[src/rtl/wm_pkg.sv]
package wm_pkg;
  typedef enum logic [1:0] {ST_LOAD, ST_CALC, ST_EMIT} wm_state_e;

  // Raster index lies on the selected anti-diagonal
  function automatic logic is_mid_pos(int unsigned idx, int unsigned blk_n, int unsigned diag);
    return ((idx / blk_n) + (idx % blk_n)) == diag;
  endfunction

  function automatic int unsigned mid_count(int unsigned blk_n, int unsigned diag);
    int unsigned n = 0;
    for (int unsigned i = 0; i < blk_n * blk_n; i++)
      if (is_mid_pos(i, blk_n, diag)) n++;
    return n;
  endfunction
endpackage

[src/rtl/wm_thresh.sv]
module wm_thresh #(
  parameter int unsigned COEF_W     = 16,
  parameter int unsigned ALPHA_W    = 8,
  parameter int unsigned ALPHA_FRAC = 4,
  parameter int unsigned NCOEF      = 16
) (
  input  logic                     clk_i,
  input  logic                     rst_ni,
  input  logic                     acc_en_i,
  input  logic                     acc_clr_i,
  input  logic signed [COEF_W-1:0] coef_i,
  input  logic [ALPHA_W-1:0]       alpha_i,
  output logic [COEF_W-1:0]        th_o
);
  localparam int unsigned SUM_W  = COEF_W + $clog2(NCOEF);
  localparam int unsigned PROD_W = SUM_W + ALPHA_W;
  localparam int unsigned SHIFT  = ALPHA_FRAC + $clog2(NCOEF);
  localparam logic [COEF_W-1:0] TH_MAX = {1'b0, {(COEF_W-1){1'b1}}};

  logic [COEF_W-1:0] mag;
  logic [SUM_W-1:0]  acc_q;
  logic [PROD_W-1:0] prod, scaled;

  assign mag = coef_i[COEF_W-1] ? (~coef_i + 1'b1) : coef_i;

  // DC beat clears the sum instead of adding to it
  always_ff @(posedge clk_i or negedge rst_ni) begin
    if (!rst_ni)       acc_q <= '0;
    else if (acc_en_i) acc_q <= acc_clr_i ? '0 : acc_q + SUM_W'(mag);
  end

  assign prod   = PROD_W'(acc_q) * PROD_W'(alpha_i);
  assign scaled = prod >> SHIFT;
  assign th_o   = (scaled > PROD_W'(TH_MAX)) ? TH_MAX : scaled[COEF_W-1:0];
endmodule

[src/rtl/wm_coef_mod.sv]
module wm_coef_mod #(
  parameter int unsigned COEF_W = 16
) (
  input  logic signed [COEF_W-1:0] coef_i,
  input  logic [COEF_W-1:0]        th_i,
  input  logic                     bit_i,
  input  logic                     sel_i,
  output logic signed [COEF_W-1:0] coef_o
);
  localparam logic [COEF_W-1:0] POS_MAX = {1'b0, {(COEF_W-1){1'b1}}};

  logic [COEF_W-1:0] mag, big, pos, neg;

  assign mag = coef_i[COEF_W-1] ? (~coef_i + 1'b1) : coef_i;
  assign big = (mag > th_i) ? mag : th_i;
  assign pos = (big > POS_MAX) ? POS_MAX : big;
  assign neg = ~big + 1'b1;

  always_comb begin
    if (!sel_i)     coef_o = coef_i;
    else if (bit_i) coef_o = $signed(pos);
    else            coef_o = $signed(neg);
  end
endmodule

[src/rtl/wm_vote.sv]
module wm_vote import wm_pkg::*; #(
  parameter int unsigned COEF_W   = 16,
  parameter int unsigned BLK_N    = 4,
  parameter int unsigned MID_DIAG = 2,
  localparam int unsigned NCOEF   = BLK_N * BLK_N
) (
  input  logic signed [COEF_W-1:0] blk_i [NCOEF],
  output logic                     bit_o
);
  localparam int unsigned NMID = mid_count(BLK_N, MID_DIAG);

  logic [NCOEF-1:0] vote;

  for (genvar i = 0; i < NCOEF; i++) begin : g_vote
    if (is_mid_pos(i, BLK_N, MID_DIAG)) begin : g_mid
      assign vote[i] = !blk_i[i][COEF_W-1] && (blk_i[i] != '0);
    end else begin : g_other
      assign vote[i] = 1'b0;
    end
  end

  assign bit_o = $countones(vote) > (NMID / 2);
endmodule

[src/rtl/wm_midband_embed.sv]
module wm_midband_embed import wm_pkg::*; #(
  parameter int unsigned COEF_W     = 16,
  parameter int unsigned ALPHA_W    = 8,
  parameter int unsigned ALPHA_FRAC = 4,
  parameter int unsigned BLK_N      = 4,
  parameter int unsigned MID_DIAG   = 2
) (
  input  logic                     clk_i,
  input  logic                     rst_ni,
  input  logic                     in_valid_i,
  output logic                     in_ready_o,
  input  logic signed [COEF_W-1:0] in_coef_i,
  input  logic                     mode_i,
  input  logic                     bit_i,
  input  logic [ALPHA_W-1:0]       alpha_i,
  output logic                     out_valid_o,
  output logic signed [COEF_W-1:0] out_coef_o,
  output logic                     bit_valid_o,
  output logic                     bit_o
);
  localparam int unsigned NCOEF = BLK_N * BLK_N;
  localparam int unsigned IDX_W = $clog2(NCOEF);
  localparam logic [IDX_W-1:0] IDX_LAST = IDX_W'(NCOEF - 1);

  wm_state_e             state_q;
  logic [IDX_W-1:0]      idx_q;
  logic                  mode_q, bit_q, vote_q, vote_vld_q, vote;
  logic [ALPHA_W-1:0]    alpha_q;
  logic [COEF_W-1:0]     th, th_q;
  logic signed [COEF_W-1:0] buf_q [NCOEF];
  logic [NCOEF-1:0]      mid_mask;
  logic                  in_hs, first_beat;

  for (genvar i = 0; i < NCOEF; i++) begin : g_mask
    assign mid_mask[i] = is_mid_pos(i, BLK_N, MID_DIAG);
  end

  assign in_ready_o = (state_q == ST_LOAD);
  assign in_hs      = in_valid_i && in_ready_o;
  assign first_beat = (idx_q == '0);

  always_ff @(posedge clk_i or negedge rst_ni) begin
    if (!rst_ni) begin
      state_q    <= ST_LOAD;
      idx_q      <= '0;
      mode_q     <= 1'b0;
      bit_q      <= 1'b0;
      alpha_q    <= '0;
      th_q       <= '0;
      vote_q     <= 1'b0;
      vote_vld_q <= 1'b0;
    end else begin
      vote_vld_q <= 1'b0;
      unique case (state_q)
        ST_LOAD: if (in_hs) begin
          if (first_beat) begin
            mode_q  <= mode_i;
            bit_q   <= bit_i;
            alpha_q <= alpha_i;
          end
          if (idx_q == IDX_LAST) begin
            idx_q   <= '0;
            state_q <= ST_CALC;
          end else begin
            idx_q <= idx_q + 1'b1;
          end
        end
        ST_CALC: begin
          th_q <= th;
          if (mode_q) begin
            vote_q     <= vote;
            vote_vld_q <= 1'b1;
            state_q    <= ST_LOAD;
          end else begin
            state_q <= ST_EMIT;
          end
        end
        ST_EMIT: begin
          if (idx_q == IDX_LAST) begin
            idx_q   <= '0;
            state_q <= ST_LOAD;
          end else begin
            idx_q <= idx_q + 1'b1;
          end
        end
        default: state_q <= ST_LOAD;
      endcase
    end
  end

  always_ff @(posedge clk_i) begin
    if (in_hs) buf_q[idx_q] <= in_coef_i;
  end

  // Alpha is needed only in ST_CALC, after alpha_q holds the first-beat value
  wm_thresh #(
    .COEF_W(COEF_W), .ALPHA_W(ALPHA_W), .ALPHA_FRAC(ALPHA_FRAC), .NCOEF(NCOEF)
  ) u_thresh (
    .clk_i    (clk_i),
    .rst_ni   (rst_ni),
    .acc_en_i (in_hs),
    .acc_clr_i(first_beat),
    .coef_i   (in_coef_i),
    .alpha_i  (alpha_q),
    .th_o     (th)
  );

  wm_vote #(.COEF_W(COEF_W), .BLK_N(BLK_N), .MID_DIAG(MID_DIAG)) u_vote (
    .blk_i(buf_q),
    .bit_o(vote)
  );

  wm_coef_mod #(.COEF_W(COEF_W)) u_mod (
    .coef_i(buf_q[idx_q]),
    .th_i  (th_q),
    .bit_i (bit_q),
    .sel_i (mid_mask[idx_q]),
    .coef_o(out_coef_o)
  );

  assign out_valid_o = (state_q == ST_EMIT);
  assign bit_valid_o = vote_vld_q;
  assign bit_o       = vote_q;
endmodule

[config.mk]
export PLATFORM = sky130hd
export DESIGN_NAME = wm_midband_embed
export DESIGN_NICKNAME = d
export VERILOG_FILES = /design/src/rtl/wm_pkg.sv /design/src/rtl/wm_thresh.sv /design/src/rtl/wm_coef_mod.sv /design/src/rtl/wm_vote.sv /design/src/rtl/wm_midband_embed.sv
export SDC_FILE = /design/constraint.sdc
export NUM_CORES = 1
export LEC_CHECK = 0
export BUFFER_PORTS_ARGS = -buffer_cell sky130_fd_sc_hd__buf_2
export CORE_ASPECT_RATIO = 1.5
export CORE_UTILIZATION = 58
export CTS_CLUSTER_DIAMETER = 150
export CTS_CLUSTER_SIZE = 8
export DETAILED_ROUTE_END_ITERATION = 12
export GPL_TIMING_DRIVEN = 0
export PLACE_DENSITY = 0.9
export SYNTH_ARGS = -nofsm -noshare
export SYNTH_HDL_FRONTEND = slang
export SYNTH_SLANG_ARGS = --single-unit
[constraint.sdc]
create_clock -name clk_i -period 7.1 [get_ports clk_i]
set_input_delay 1.42 -clock clk_i [delete_from_list [all_inputs] [get_ports clk_i]]
set_output_delay 1.42 -clock clk_i [all_outputs]
set_load 0.01 [all_outputs]
[Word level (Yosys, flattened, before mapping)]
Memory sizes are Yosys's and may differ from the RTL's.
Cells that the tools add are included.
Word-level totals
  input bits: 29
  flip-flop bits (word level): 310
  word-level logic and storage cells: 94
  bits in read-only memories: 16
  memories: 1
  output and inout bits: 20
Operators by class
  $lt $le $gt $ge: 7
  multiply operators: 1
  muxes and demuxes: 25
  eq/ne operators: 6
  bitwise logic cells: 4
  add/subtract/negate cells: 7
  reduce and logical (&&, ||, !) cells: 18
Memory list
  (name not given): depth 16, width 1, rd ports 1, clocked after Yosys merged registers in 0, write ports 0, RTL line wm_midband_embed.sv:117  | .sel_i (mid_mask[idx_q]),
Operator list (number)
  $bwmux 256: 1
  $mux 16: 10
  $bmux 16 s4: 1
  $demux 16 s4: 1
  $add 16x1->16 const B: 3
  $not 16->16: 3
  $reduce_bool 16->1: 3
  $mul 20x8->28: 1
  $add 20x16->20: 1
  $gt 20x15->1 const B: 1
  $mux 20: 1
  $gt 16x15->1 const B: 1
  $gt 16x16->1: 1
  $mux 2: 4
  $mux 4: 2
  $pmux 4 s2: 1
  $ne 2x1->1 const B: 3
  $pmux 2 s3: 1
  $reduce_and 3->1: 2
  $ge 5x5->1 const B: 1
  $logic_and 1x1->1: 5
  $lt 4x5->1 const B: 1
  $lt 5x1->1 const B: 1
  $not 4->5: 1
  other kinds (13): 18

[Logic depth before layout (Yosys ltp)]
  depth in word-level cells: 13
  gate-level depth with buffers: 26
  mapped depth without buffers: 21

[Modules after synthesis]
From an unflattened synthesis, not the netlist that was laid out.
Second synthesis, totals
  cells, all modules: 1625
  area, all modules: 20015.4 sq um
By module, submodules not included
  wm_midband_embed: area each 11118.2 sq um, cells an instance 517, sequential area each 8538.2 sq um, times used 1
  wm_thresh: area each 6897.9 sq um, cells an instance 806, sequential area each 500.5 sq um, times used 1
  wm_coef_mod: area each 1873.0 sq um, cells an instance 284, sequential area each 0.0 sq um, times used 1
  wm_vote: area each 126.4 sq um, cells an instance 18, sequential area each 0.0 sq um, times used 1

[Worst setup path before layout]
No wires, ideal clock.
  path type: register to output
  from: register idx_q[0]
  to: output port out_coef_o[14]
  path slack: -0.159 ns
  path buffers: 6
  data arrival time: 5.839 ns
  stages on the path, launching flop included: 24
  required time: 5.680 ns
  path through: dfrtp_1 > buf_2 > buf_6 > buf_6 > buf_6 > buf_2 > buf_2 > mux4_2 > mux4_2 > nor2_1 > a41o_1 > xnor2_1 > ha_1 > a21o_1 > a21oi_1 > o211ai_1 > o21ai_1 > a2111oi_2 > or3_4 > a211o_1 > and4bb_1 > nand3_1 > mux2i_1 > a211oi_1
On the way
  word-level cells in the longest chain between the ends: 13
  elaborated cells on any way between the ends: 17
  those cells by class: 2 x add/sub; 2 x order compare; 9 x mux; 3 x bitwise; 1 x memory
Ends and longest elaborated chain
  start: declaration: RTL line wm_midband_embed.sv:26  | logic [IDX_W-1:0] idx_q;
  start signal: assignment: RTL line wm_midband_embed.sv:65  | idx_q <= idx_q + 1'b1;
  start signal: assignment: RTL line wm_midband_embed.sv:83  | idx_q <= idx_q + 1'b1;
  $not 4->5 (implied by the code): RTL line wm_midband_embed.sv:114  | .coef_i(buf_q[idx_q]),
  $bmux 16 s4: RTL line wm_midband_embed.sv:114
  $mux 16 (implied by the code) (2 in a row): RTL line wm_midband_embed.sv:114
  $not 16->16: RTL line wm_coef_mod.sv:14  | assign mag = coef_i[COEF_W-1] ? (~coef_i + 1'b1) : coef_i;
  $add 16x1->16: RTL line wm_coef_mod.sv:14
  $mux 16: RTL line wm_coef_mod.sv:14
  $gt 16x16->1: RTL line wm_coef_mod.sv:15  | assign big = (mag > th_i) ? mag : th_i;
  $mux 16: RTL line wm_coef_mod.sv:15
  $gt 16x15->1 or $not 16->16 (tied branches): RTL line wm_coef_mod.sv:16, wm_coef_mod.sv:17
  $mux 16 or $add 16x1->16 (tied branches): RTL line wm_coef_mod.sv:16, wm_coef_mod.sv:17
  $mux 16: RTL line wm_coef_mod.sv:21  | else if (bit_i) coef_o = $signed(pos);
  $mux 16 *: RTL line wm_coef_mod.sv:20  | if (!sel_i) coef_o = coef_i;
  end: declaration: RTL line wm_midband_embed.sv:17  | output logic signed [COEF_W-1:0] out_coef_o,
Every way passes the cells marked *; elsewhere a longest branch is shown, timed or not. The select of a mux whose other input is x is not followed.

[Final worst setup path]
  from: register idx_q[0]
  to: output port out_coef_o[13]
Same word-level chain as after synthesis.

==> impl_metrics.json <==
{
  "status": "finished, violations left",
  "violations": "setup timing",
  "synth-edff-count": 256,
  "wire_per_inst_um": 29.3,
  "cp_data_arrival_time_ps": 6900,
  "cts_root_buffer": "clkbuf_16",
  "fmax_mhz": 120,
  "critical_path_class": "reg -> out",
  "crit_path_top_delay_cell": "mux4_2",
  "ys_seq_area_share_pct": 47.2,
  "yosys-top-cells-area": "edfxtp_1 40%, fa_1 11%, mux4_2 7.8%, dfrtp_1 7.1%, ha_1 5.6%",
  "cts-buffers-inserted": 44,
  "nNetsFinal": 1931,
  "start_util_pct": 58.8,
  "yosysMostFrequentCell": "edfxtp_1",
  "synth_ff_type": "edfxtp_1",
  "core_area_mm2": 0.0325,
  "die_area_mm2": 0.0337,
  "synth_seq_cells": 310,
  "vias_per_cell": 6.91,
  "async_reset_ff_share_pct": 17.4,
  "post-route-min-period_ps": 8320,
  "numPortBuffers": 48,
  "place_congestion": 1.00,
  "hp-class": "reg -> reg",
  "cts.sinks": 310,
  "yosys.area.top_type": "edfxtp_1",
  "worstPathRequired_ps": 5680,
  "synthTopCellsByCount": "256 x edfxtp_1, 165 x inv_1, 128 x nand2_1",
  "setup_slack_ps": -1220,
  "synth_fp_nets": 1734,
  "ys_warn_count": 0,
  "rsz0062_at_grt": "yes",
  "cp.buffers_inverters": 5,
  "crit_chain": "buf_6, buf_12, buf_12, buf_4, mux4_2, a22o_1, nor3_4, and4_4, a31oi_1, xor2_1, ha_1, a21o_1, a221oi_2, o211ai_1, o21a_2, mux2i_1, or3_4, a211o_1, and4bb_1, nand2_1, xor2_1, a221oi_2, buf_2",
  "slew_headroom_pct": 15.5,
  "drc_errors": 0,
  "htreeDepth": 2,
  "clk_pin_slew_ps": 60,
  "cp_max_fo": 5,
  "crit_path_end_kind": "primary output",
  "grt_pass1_vias": 14700,
  "diodes": 0,
  "syn_to_final_growth_pct": 19.9,
  "dr_total_vias": 14800,
  "grt_pass1_wl_mm": 86.8,
  "seq_area_mm2": 0.00904,
  "synthCells": 1511,
  "drtAntennaViolNets": 0,
  "grt_start_max_net_pins": 55,
  "grt_overflow": 0,
  "num_rows": 81,
  "postSynthAreaPerCell_um2": 12.7,
  "drv_cap": 0,
  "cts_tree": "built",
  "critical-path-top-delay-family": "compound AO/OA/AOI/OAI gates",
  "track_usage_pct": 35.9,
  "final_max_slew_viol_count": 0,
  "multi_input_area_mm2": 0.00979,
  "ios": 49,
  "synthDistinctLibCells": 72,
  "drt-initial-drc-count": 1855,
  "routed_wl_mm": 62.7,
  "die-height_um": 224,
  "max_slew.worst_pin.slew_ps": 1270,
  "die_w_um": 150,
  "period_share_pct": 117,
  "start_kind": "register",
  "synth_top_area_share_pct": 40.2,
  "first_pass_iters": 8,
  "place.detailed.hpwl_mm": 37.3,
  "place_ws_ps": -1550,
  "drive_gt1_share_pct": 23.3,
  "hold_viol": 0,
  "n_fill_cell": 1893,
  "finalSetupViolCount": 16,
  "clock_path_buffers": 3,
  "skew_ps": 39.9,
  "antenna_found_initial": 1,
  "synth_area_mm2": 0.0191,
  "max_stage_delay_ps": 550,
  "clock_latency_ps": 590
}
## routing by layer
metal,wire length [um],vias to the layer above,track usage (%)
li1,-,5786,-
met1,18800,7184,39.0
met2,30600,1326,59.9
met3,6870,482,7.83
met4,6300,2,29.1
met5,54,-,0
## placed cells by master (no fill, tap or decap), types with 10 or more instances in the layout
cell / count
and2_1: 122
buf_4: 70
nor3_1: 13
clkbuf_1: 42
nor2_2: 14
nand2b_1: 14
a2bb2oi_1: 12
buf_2: 50
a21o_1: 15
xor2_1: 26
nor2_1: 40
buf_12: 12
ha_1: 82
nand3_1: 20
nand4_1: 11
buf_8: 12
clkbuf_16: 48
fa_1: 108
inv_1: 165
o21ai_1: 10
buf_6: 22
xnor2_1: 34
o21ai_0: 30
mux2i_1: 10
nand2_1: 121
mux4_2: 66
nor4_1: 10
a21oi_1: 31
dfrtp_1: 53
o211ai_1: 10
edfxtp_1: 256
## cell type report
class / count / area share [%]
well taps: 415 / 2.26
plain buffers: 58 / 1.96
repair buffers: 153 / 5.64
clock inverters: 2 / 0.0873
inverters: 167 / 2.74
flip-flops and latches: 310 / 39.4
clock buffers: 59 / 5.23
multi-input cells: 974 / 42.7
## state kept, by name (all words and copies together) (netlist names)
| name | flops |
|---|---|
| u_thresh.acc_q | 20 |
| state_q | 2 |
| bit_o | 1 |
| bit_q | 1 |
| th_q | 16 |
| idx_q | 4 |
| bit_valid_o | 1 |
| mode_q | 1 |
| alpha_q | 8 |
| buf_q | 256 |
## repair_timing
action / 4_1_cts / 5_1_grt
gates cloned: 3 / 2
setup buffers: 49 / 36
setup endpoints to repair: 26 / 29
gates resized for setup: 128 / 61
hold buffers: 0 / 0
pin swaps: 51 / 50
## metrics by stage
| step | hold WS, ps | instances | instance area (um^2) | TNS (ps) | utilization, % |
|---|---|---|---|---|---|
| 3_3_place_gp | 481 | 1974 | 19900 | -20530 | 61.2 |
| 4_1_cts | 493 | 2102 | 22400 | -5320 | 68.9 |
| 3_5_place_dp | 491 | 1990 | 20200 | -24870 | 62.0 |
| 5_1_grt | 514 | 2138 | 22900 | -16400 | 70.5 |
| 2_1_floorplan | 450 | 1511 | 19100 | 0 | - |
| 6_report | 490 | 2138 | 22900 | -14280 | 70.5 |
## final timing paths
path | from | to | slack [ps] | cells after the start
worst max-delay path | idx_q[0]$_DFFE_PN0P_ | out_coef_o[13] | -1220 | 23
min in group asynchronous | rst_ni | u_thresh.acc_q[15]$_DFFE_PN0P_ | 1130 | 1
worst min register to register | mode_q$_DFFE_PN0P_ | state_q[1]$_DFFE_PN0P_ | 490 | 1
worst min-delay path | mode_q$_DFFE_PN0P_ | state_q[1]$_DFFE_PN0P_ | 490 | 1
worst max register to register | alpha_q[6]$_DFFE_PN0P_ | th_q[10]$_DFFE_PN0P_ | 240 | 22
max in group asynchronous | rst_ni | idx_q[1]$_DFFE_PN0P_ | 5100 | 1
## cell families after synthesis
kind of cell / synth area share [%]
multiplexers: 9.36
AO/OA/AOI/OAI: 7.43
XOR/XNOR: 3.02
AND/OR/NAND/NOR: 11.3
flip-flops: 47.2
buffers and inverters: 4.71
adder cells (fa/ha/maj): 16.9
Power is not shown: default switching activity piles up to over one toggle a cycle in this logic, so the estimate is an artifact.
